[src/rtl/err_line_pkg.sv]
package err_line_pkg;

  localparam int ROLE_FAULT = 0;
  localparam int ROLE_INIT  = 1;

  typedef struct packed {
    logic drv_en;
    logic int_src;
    logic init_src;
    logic any_src;
    logic rcv_en;
    logic mce_en;
  } agent_cfg_t;

  typedef enum logic {DRV_IDLE = 1'b0, DRV_ON = 1'b1} drv_state_e;

  // request qualification against the captured configuration
  function automatic logic err_qualifies(agent_cfg_t c, logic ie, logic te, logic mine);
    return c.drv_en & ((ie & c.int_src) | (te & (c.any_src | (c.init_src & mine))));
  endfunction

  // first clock of an active sample
  function automatic logic first_edge(logic now_v, logic prev_v);
    return now_v & ~prev_v;
  endfunction

  // receiver arming for a given role
  function automatic logic rcv_armed(int role, logic rcv, logic mce);
    return rcv & ((role == ROLE_INIT) | mce);
  endfunction

endpackage

[src/rtl/err_cfg_latch.sv]
module err_cfg_latch
  import err_line_pkg::*;
(
  input  logic       clk,
  input  logic       rst_n,
  input  agent_cfg_t cfg_in,
  output agent_cfg_t cfg_q,
  output logic       cfg_done
);

  always_ff @(posedge clk or negedge rst_n) begin
    if (!rst_n) begin
      cfg_q    <= '0;
      cfg_done <= 1'b0;
    end else if (!cfg_done) begin
      cfg_q    <= cfg_in;
      cfg_done <= 1'b1;
    end
  end

endmodule

[src/rtl/err_req_pend.sv]
module err_req_pend
  import err_line_pkg::*;
(
  input  logic       clk,
  input  logic       rst_n,
  input  agent_cfg_t cfg_q,
  input  logic       cfg_done,
  input  logic       int_err,
  input  logic       txn_err,
  input  logic       txn_mine,
  input  logic       line_seen,
  input  logic       accept,
  output logic       want
);

  logic hit;
  logic pend_q;

  assign hit  = cfg_done & err_qualifies(cfg_q, int_err, txn_err, txn_mine);
  assign want = hit | pend_q;

  // one pending slot: held until accepted, dropped on an active line
  always_ff @(posedge clk or negedge rst_n) begin
    if (!rst_n) pend_q <= 1'b0;
    else        pend_q <= want & ~line_seen & ~accept;
  end

endmodule

[src/rtl/err_drv_seq.sv]
module err_drv_seq
  import err_line_pkg::*;
#(
  parameter int PULSE_CLKS = 3,
  parameter int EARLY_CLKS = 2
) (
  input  logic clk,
  input  logic rst_n,
  input  logic want,
  input  logic line_seen,
  input  logic others_seen,
  output logic accept,
  output logic early_cut,
  output logic drive_en
);

  localparam int CW = (PULSE_CLKS > 1) ? $clog2(PULSE_CLKS) : 1;
  localparam logic [CW-1:0] LAST_FULL  = CW'(PULSE_CLKS - 1);
  localparam logic [CW-1:0] LAST_EARLY = CW'(EARLY_CLKS - 1);

  drv_state_e    state_q;
  logic [CW-1:0] cnt_q;
  logic          cut_q;
  logic          others_q;
  logic          others_rise;
  logic          last;

  assign others_rise = first_edge(others_seen, others_q);
  assign accept      = (state_q == DRV_IDLE) & want & ~line_seen;
  assign early_cut   = (state_q == DRV_ON) & (cnt_q == '0) & others_rise;
  assign last        = (cnt_q == LAST_FULL) | ((cut_q | early_cut) & (cnt_q == LAST_EARLY));
  assign drive_en    = (state_q == DRV_ON);

  always_ff @(posedge clk or negedge rst_n) begin
    if (!rst_n) begin
      state_q  <= DRV_IDLE;
      cnt_q    <= '0;
      cut_q    <= 1'b0;
      others_q <= 1'b0;
    end else begin
      others_q <= others_seen;
      case (state_q)
        DRV_IDLE: begin
          if (accept) begin
            state_q <= DRV_ON;
            cnt_q   <= '0;
            cut_q   <= 1'b0;
          end
        end
        default: begin
          if (last) begin
            state_q <= DRV_IDLE;
            cut_q   <= 1'b0;
          end else begin
            cnt_q <= cnt_q + 1'b1;
            cut_q <= cut_q | early_cut;
          end
        end
      endcase
    end
  end

endmodule

[src/rtl/err_rcv.sv]
module err_rcv
  import err_line_pkg::*;
#(
  parameter int LINE_ROLE = ROLE_FAULT
) (
  input  logic clk,
  input  logic rst_n,
  input  logic line_seen,
  input  logic rcv_en,
  input  logic mce_en,
  output logic line_rise,
  output logic mce_req,
  output logic bus_reset
);

  logic line_q;
  logic event_q;

  assign line_rise = first_edge(line_seen, line_q);

  always_ff @(posedge clk or negedge rst_n) begin
    if (!rst_n) begin
      line_q  <= 1'b0;
      event_q <= 1'b0;
    end else begin
      line_q  <= line_seen;
      event_q <= line_rise & rcv_armed(LINE_ROLE, rcv_en, mce_en);
    end
  end

  generate
    if (LINE_ROLE == ROLE_INIT) begin : g_init
      assign bus_reset = event_q;
      assign mce_req   = 1'b0;
    end else begin : g_fault
      assign mce_req   = event_q;
      assign bus_reset = 1'b0;
    end
  endgenerate

endmodule

[src/rtl/err_line_agent.sv]
module err_line_agent
  import err_line_pkg::*;
#(
  parameter int LINE_ROLE  = ROLE_FAULT,
  parameter int PULSE_CLKS = 3,
  parameter int EARLY_CLKS = 2
) (
  input  logic clk,
  input  logic rst_n,
  input  logic cfg_drv_en,
  input  logic cfg_int_src,
  input  logic cfg_init_src,
  input  logic cfg_any_src,
  input  logic cfg_rcv_en,
  input  logic cfg_mce_en,
  input  logic int_err,
  input  logic txn_err,
  input  logic txn_mine,
  input  logic line_seen,
  input  logic others_seen,
  output logic drive_en,
  output logic mce_req,
  output logic bus_reset
);

  agent_cfg_t cfg_in;
  agent_cfg_t cfg_q;
  logic       cfg_done;
  logic       want;
  logic       accept;
  logic       early_cut;
  logic       line_rise;

  assign cfg_in = '{drv_en: cfg_drv_en, int_src: cfg_int_src, init_src: cfg_init_src,
                    any_src: cfg_any_src, rcv_en: cfg_rcv_en, mce_en: cfg_mce_en};

  err_cfg_latch u_cfg (
    .clk(clk), .rst_n(rst_n), .cfg_in(cfg_in), .cfg_q(cfg_q), .cfg_done(cfg_done)
  );

  err_req_pend u_pend (
    .clk(clk), .rst_n(rst_n), .cfg_q(cfg_q), .cfg_done(cfg_done),
    .int_err(int_err), .txn_err(txn_err), .txn_mine(txn_mine),
    .line_seen(line_seen), .accept(accept), .want(want)
  );

  err_drv_seq #(.PULSE_CLKS(PULSE_CLKS), .EARLY_CLKS(EARLY_CLKS)) u_drv (
    .clk(clk), .rst_n(rst_n), .want(want), .line_seen(line_seen),
    .others_seen(others_seen), .accept(accept), .early_cut(early_cut), .drive_en(drive_en)
  );

  err_rcv #(.LINE_ROLE(LINE_ROLE)) u_rcv (
    .clk(clk), .rst_n(rst_n), .line_seen(line_seen), .rcv_en(cfg_q.rcv_en),
    .mce_en(cfg_q.mce_en), .line_rise(line_rise), .mce_req(mce_req), .bus_reset(bus_reset)
  );

endmodule

[config.mk]
export PLATFORM = sky130hd
export DESIGN_NAME = err_line_agent
export DESIGN_NICKNAME = d
export VERILOG_FILES = /design/src/rtl/err_line_pkg.sv /design/src/rtl/err_cfg_latch.sv /design/src/rtl/err_req_pend.sv /design/src/rtl/err_drv_seq.sv /design/src/rtl/err_rcv.sv /design/src/rtl/err_line_agent.sv
export SDC_FILE = /design/constraint.sdc
export NUM_CORES = 1
export LEC_CHECK = 0
export BUFFER_PORTS_ARGS = -buffer_cell sky130_fd_sc_hd__buf_4
export CAP_MARGIN = 15
export CORE_AREA = 4 4 41 43
export DETAILED_ROUTE_END_ITERATION = 16
export DIE_AREA = 0 0 45 47
export PLACE_DENSITY = 0.76
export SETUP_SLACK_MARGIN = 0.15
export SLEW_MARGIN = 10
export SYNTH_ARGS = -nofsm -noshare
export SYNTH_HDL_FRONTEND = slang
export SYNTH_SLANG_ARGS = --single-unit
[constraint.sdc]
create_clock -name clk -period 3.34 [get_ports clk]
set_input_delay 0.334 -clock clk [delete_from_list [all_inputs] [get_ports clk]]
set_output_delay 0.334 -clock clk [all_outputs]
set_load 0.005 [all_outputs]
==> results.toml, run 1 <==
[power_and_ir_drop]
power_density_nw_per_um2 = 677
clkPwrFrac_pct = 18.0
internal_power_mw = 0.368
power_leakage_nw = 0.383
switching_share_pct = 33.8
ir_worst_vdd_v = 0.000338
p_total_mw = 0.556
comb_power_share_pct = 37.4
netSwitchingPower_mw = 0.188
seq_power_share_pct = 44.6

[critical_path]
r2r_start = "u_drv.cnt_q[1]$_DFFE_PN0P_"
r2r_cells = 6
worst_path_largest_cell_delay_ns = 0.40
cp.required_ns = 3.53
end_kind = "register"
crit_family = "compound AO/OA/AOI/OAI gates"
cp_data_arrival_time_ns = 1.63
path_buf_inv = 1
path_cells = "inv_1 > ha_1 > nand4b_1 > a21oi_4 > nor2_1 > a221oi_2"
path_class = "reg -> reg"
r2r_slack_ns = 1.90
start_kind = "register"
slowest_stage = "dfrtp_1"
path_max_fanout = 5
rr_endpoint = "u_drv.cnt_q[1]$_DFFE_PN0P_"

[sta]
timing.hold.ws_ns = 0.168
period_needed_ns = 1.44
final.setup.tns_ns = 0
hold_viol = 0
slew_viol_final = 0
rsz0062_at_grt = "false"
max_freq_ghz = 0.694
finClkSkew_ns = 0.00309
finalCritPeriodShare_pct = 43.1
setup_violations = 0

[drt]
drc = 0
wl_per_cell_um = 14.1
drtAntennaViolNets = 0
vias_per_cell = 5.20
dr.first_iter.drc_count = 2
vias = 421
wl_um = 1140
first_pass_iters = 2

[logic_synthesis]
synth_cells = 49
seq_area_frac_synth_pct = 55.1
syn-cell-area_sq_um = 681
syn_avg_cell_area_sq_um = 13.9
ys_top_cells_by_area = "dfrtp_1 (55%), mux2_2 (9.9%), ha_1 (5.5%)"
synth_cell_types = 22
yosys.area.top_type = "dfrtp_1"
synthesis.nets = 65
ys_warn_count = 0
synth_top_area_share_pct = 55.1
synth.ff_latch_count = 15

[floorplan]
die-area_sq_um = 2120
core_area_sq_um = 1300
die_h_um = 47
start_util_pct = 52.3
io_pins = 16
die_w_um = 45
rows = 13

[finish]
drive_gt1_share_pct = 43.9
syn_to_final_growth_pct = 20.8
utilization_pct = 63.2
nets = 83
n_antenna_cell = 0
final_cells = 81

[global_route]
met1_usage_pct = 15.3
grt_pass1_vias = 487
grt_use_met2_pct = 23.4
grt_usage_pct = 13.6
grt_overflow = 0
antenna_found_initial = 0
grt_max_degree = 16
grtUsageMet3_pct = 3.83
grt_pass1_wl_um = 1990
grt_busiest_layer = "met2"

[hold_path]
min_path_type = "in -> reg"
min_to = "u_drv.others_q$_DFF_PN0_"
min_path_cells = 1
min_from = "others_seen"

[cts]
cts_buffers = 3
cts_tree = "done"
ctsResizeCount = 0
htree_levels = 1
cts_buffer_depth = 2
cts.sinks = 15
clock_latency_ns = 0.28
clock_tree.root_cell = "clkbuf_4"
cts.clk_slew.worst_paths_ns = 0.08

[placed_design]
hpwl_um = 877
dp.cells = 76
numPortBuffers = 14
gp_congestion = 0.690

[run_status]
status = "completed"

[job]
maxCapViolations = 0
==> placed cells by master, fill, tap and decap left out <==
cell           netlist  routed
and2_1               1       1
nor2_1               2       2
a41oi_2              1       1
clkbuf_4             0       3
a221oi_2             1       1
a21oi_4              1       1
o31ai_2              1       1
nand3_1              1       1
clkbuf_1             0       1
nand4b_1             1       1
conb_1               2       2
dfrtp_1             15      15
mux2i_1              1       1
o21a_1               1       1
o32ai_1              1       1
dlygate4sd3_1        0       1
and4b_1              1       1
a21oi_1              1       1
buf_4                1      14
nor3_1               1       1
mux2_2               6       6
ha_1                 3       3
nor3b_2              2       2
inv_1                4       4
==> registers in the layout (all words and copies together) (netlist names) <==
signal,cells
u_cfg.cfg_q,6
u_drv.cnt_q,2
u_cfg.cfg_done,1
u_drv.cut_q,1
u_drv.drive_en,1
u_drv.others_q,1
u_pend.pend_q,1
u_rcv.line_q,1
u_rcv.mce_req,1
==> layer usage <==
| layer | share of wire (%) | routed length [um] | vias up |
|---|---|---|---|
| met3 | 7.7 | 88 | 2 |
| met1 | 39 | 444 | 202 |
| met5 | 0 | 0 | - |
| met4 | 0.88 | 10 | 0 |
| li1 | - | - | 204 |
| met2 | 52 | 599 | 13 |
==> power by group through the flow <==
| stage | combinational, mW | sequential (mW) | clock (mW) |
|---|---|---|---|
| after floorplan | 0.159 | 0.243 | 0 |
| after global placement | 0.199 | 0.250 | 0 |
| after detailed placement | 0.209 | 0.251 | 0 |
| after CTS | 0.212 | 0.249 | 0.104 |
| after global routing | 0.240 | 0.254 | 0.112 |
| final | 0.208 | 0.248 | 0.100 |
==> through the flow <==
stage,instance area [sq um],setup WS [ns]
after global placement,786,1.96
final,822,1.90
after detailed placement,786,1.91
after global routing,822,1.75
after floorplan,681,2.01
after CTS,822,1.88
==> cell usage after synthesis, drive strengths merged <==
cell type	count
a21oi	2
a221oi	1
a41oi	1
and2	1
and4b	1
buf	2
conb	2
dfrtp	15
ha	3
inv	4
mux2	6
mux2i	1
nand3	1
nand4b	1
nor2	2
nor3	1
nor3b	2
o21a	1
o31ai	1
o32ai	1
==> cells by family after synthesis <==
family                     share of synthesized area, %
muxes                                              11.4
adders and majority gates                          5.52
other                                              1.10
buffers and inverters                              4.96
AOI/OAI and AO/OA                                  11.9
and+or+nand+nor                                    9.93
DFF                                                55.1
==> how the worst max path moves through the flow <==
stage	start	end	slack, ns	depth (start not counted)
after CTS	u_drv.cnt_q[1]$_DFFE_PN0P_	u_drv.cnt_q[1]$_DFFE_PN0P_	1.88	6
after detailed placement	u_drv.cnt_q[0]$_DFFE_PN0P_	u_drv.cnt_q[1]$_DFFE_PN0P_	1.91	5
after global placement	u_drv.cnt_q[1]$_DFFE_PN0P_	u_drv.cnt_q[0]$_DFFE_PN0P_	1.96	6
after global routing	u_drv.cnt_q[1]$_DFFE_PN0P_	u_drv.cnt_q[1]$_DFFE_PN0P_	1.75	6
final	u_drv.cnt_q[1]$_DFFE_PN0P_	u_drv.cnt_q[1]$_DFFE_PN0P_	1.90	6
after floorplan	u_drv.cnt_q[0]$_DFFE_PN0P_	u_drv.cnt_q[1]$_DFFE_PN0P_	2.01	5
==> layout make-up <==
cell class | count | area, sq um
fill | 110 | 479
sequential | 15 | 375
multi-input combinational | 28 | 272
timing repair buffer | 15 | 115
clock buffer | 4 | 26.3
tap | 15 | 18.8
inverter | 4 | 15.0
==> what timing repair did <==
action / CTS / global route
hold endpoints to repair: 15 / 0
buffers inserted: 0 / 0
hold buffers: 1 / 0
No activity file was read; power rests on OpenSTA's default activity.
==> run 2, diff against run 1 <==
- CORE_AREA: 4 4 41 43 -> default
- CORE_MARGIN: default -> 4
- CORE_UTILIZATION: default -> 50
- DIE_AREA: 0 0 45 47 -> default
- PLACE_DENSITY: 0.76 -> 0.75
- clock period: 3.34 -> 1.51 ns (I/O delays scaled with it)
==> results.toml, run 2 (same netlist as run 1, synthesis figures left out) <==
[critical_path]
r2r_start = "u_drv.cnt_q[0]$_DFFE_PN0P_"
end_kind = "register"
rr_endpoint = "u_drv.cnt_q[1]$_DFFE_PN0P_"
r2r_slack_ns = 0.09
r2r_cells = 5
cp_data_arrival_time_ns = 1.62
cp.required_ns = 1.71
start_kind = "register"
path_class = "reg -> reg"
path_max_fanout = 5

[finish]
drive_gt1_share_pct = 52.1
nets = 90
layout_commonest_cell = "buf_4"
largest_reg_flops = 6
largestRegisters = "u_cfg.cfg_q (6), u_drv.cnt_q (2)"
syn_to_final_growth_pct = 29.8
final_cell_mix = "buf_4 (19), dfrtp_1 (15), mux2_2 (6), clkbuf_4 (3), dlygate4sd3_1 (3)"
n_antenna_cell = 0
top_register = "u_cfg.cfg_q"
fillerInstances = 98

[sta]
setup_violations = 0
finalCritPeriodShare_pct = 93.8
finalWorstSetupSlack_ns = 0.0930
hold_viol = 0
rsz0062_at_grt = "true"
period_needed_ns = 1.42
final.setup.tns_ns = 0
slew_viol_final = 0
max_freq_ghz = 0.706
finClkSkew_ns = 0.00331

[hold_path]
min_path_cells = 2
min_from = "cfg_rcv_en"
min_to = "u_cfg.cfg_q[1]$_DFFE_PN0N_"
min_path_type = "in -> reg"

[drt]
vias_per_cell = 5.10
wl_per_cell_um = 12.6
met2_length_um = 544
dr.first_iter.drc_count = 3
drtAntennaViolNets = 0
drc = 0
wl_um = 1110
vias = 449
dr_wl_met3_um = 90
first_pass_iters = 3
wl_met1_um = 453
highest_layer = "met4"

[placed_design]
hpwl_um = 804
pre_cts_slack_ns = 0.100
numPortBuffers = 14
gp_congestion = 0.740

[power_and_ir_drop]
seq_power_share_pct = 42.2
ir_worst_vdd_v = 0.00119
switching_share_pct = 33.3
clkPwrFrac_pct = 17.4
power_density_nw_per_um2 = 1470
netSwitchingPower_mw = 0.433
power_leakage_nw = 0.414
comb_power_share_pct = 40.4
internal_power_mw = 0.868

[global_route]
grt_pass1_wl_um = 1960
antenna_found_initial = 0
grt_pass1_vias = 457
grt_overflow = 0
grt_usage_pct = 14.3
grt_max_degree = 16

[floorplan]
io_pins = 16
die-area_sq_um = 2020
start_util_pct = 53.0
core_area_sq_um = 1280
die_w_um = 44.9
rows = 13
die_h_um = 44.9

[cts]
cts.sinks = 15
htree_levels = 1
clock_tree.root_cell = "clkbuf_4"
cts_tree = "done"
clock_latency_ns = 0.29
cts_buffer_depth = 2
cts.clk_slew.worst_paths_ns = 0.09
cts_buffers = 3

[run_status]
status = "completed"

[job]
maxCapViolations = 0
run 2: changes by cell type in the layout (fill, tap and decap cells not counted), moves of 2 or more:
cell / change
buf_4: +5
inv_2: +2
dlygate4sd3_1: +2
inv_1: -2
run 2: how the worst max path moves through the flow:
| stage | startpoint | cells after the start | slack (ns) | endpoint |
|---|---|---|---|---|
| 2_1_floorplan | u_drv.cnt_q[0]$_DFFE_PN0P_ | 5 | 0.18 | u_drv.cnt_q[1]$_DFFE_PN0P_ |
| 3_3_place_gp | u_drv.cnt_q[1]$_DFFE_PN0P_ | 6 | 0.14 | u_drv.cnt_q[0]$_DFFE_PN0P_ |
| 3_5_place_dp | u_drv.cnt_q[0]$_DFFE_PN0P_ | 5 | 0.10 | u_drv.cnt_q[1]$_DFFE_PN0P_ |
| 4_1_cts | u_drv.cnt_q[0]$_DFFE_PN0P_ | 6 | 0.13 | u_drv.cnt_q[1]$_DFFE_PN0P_ |
| 5_1_grt | u_drv.cnt_q[0]$_DFFE_PN0P_ | 6 | 0.04 | u_drv.cnt_q[1]$_DFFE_PN0P_ |
| 6_report | u_drv.cnt_q[0]$_DFFE_PN0P_ | 5 | 0.09 | u_drv.cnt_q[1]$_DFFE_PN0P_ |
run 2: timing repair:
| item | CTS | global route |
|---|---|---|
| setup endpoints to repair | 2 | 4 |
| resized for setup | 2 | 1 |
| hold buffers | 2 | 1 |
| pin swaps | 3 | 2 |
| endpoints found under the hold margin | 16 | 1 |
| setup buffers | 3 | 1 |
run 2: power groups by stage:
| stage | Clock, mW | Sequential [mW] | Combinational (mW) |
|---|---|---|---|
| CTS | 0.235 | 0.547 | 0.501 |
| floorplan | 0 | 0.538 | 0.352 |
| global route | 0.257 | 0.562 | 0.583 |
| finish | 0.226 | 0.548 | 0.526 |
| global placement | 0 | 0.551 | 0.443 |
| detailed placement | 0 | 0.555 | 0.454 |
run 2: final cells by class:
cell class / instances / area [sq um] / area share (%)
Tap cell: 15 / 18.8 / 2.12
Sequential cell: 15 / 375 / 42.5
Inverter: 4 / 15.0 / 1.70
Multi-Input combinational cell: 28 / 274 / 31.0
Timing Repair Buffer: 22 / 173 / 19.5
Clock inverter: 1 / 5.00 / 0.567
Clock buffer: 3 / 22.5 / 2.55
run 2: routing by layer:
layer,vias to the layer above,global-route usage (%)
met5,-,0
met4,0,7.02
met3,4,7.57
met2,11,21.2
met1,216,16.8
li1,218,-
run 2: through the flow:
step	cell area, sq um	instances	hold slack (ns)	power [mW]	utilization (%)
2_1_floorplan	681	49	-0.145	0.889	-
3_3_place_gp	793	77	0.0148	0.994	61.7
3_5_place_dp	793	77	0.0128	1.01	61.7
4_1_cts	863	86	0.00176	1.28	67.2
5_1_grt	883	88	0.0777	1.40	68.7
6_report	883	88	0.0892	1.30	68.7
run 2: worst max-delay path: stages (launching register included):
cell	delay, ns
dfrtp_1	0.42
buf_4	0.15
ha_1	0.19
nor3b_2	0.24
a21oi_4	0.07
a221oi_2	0.26
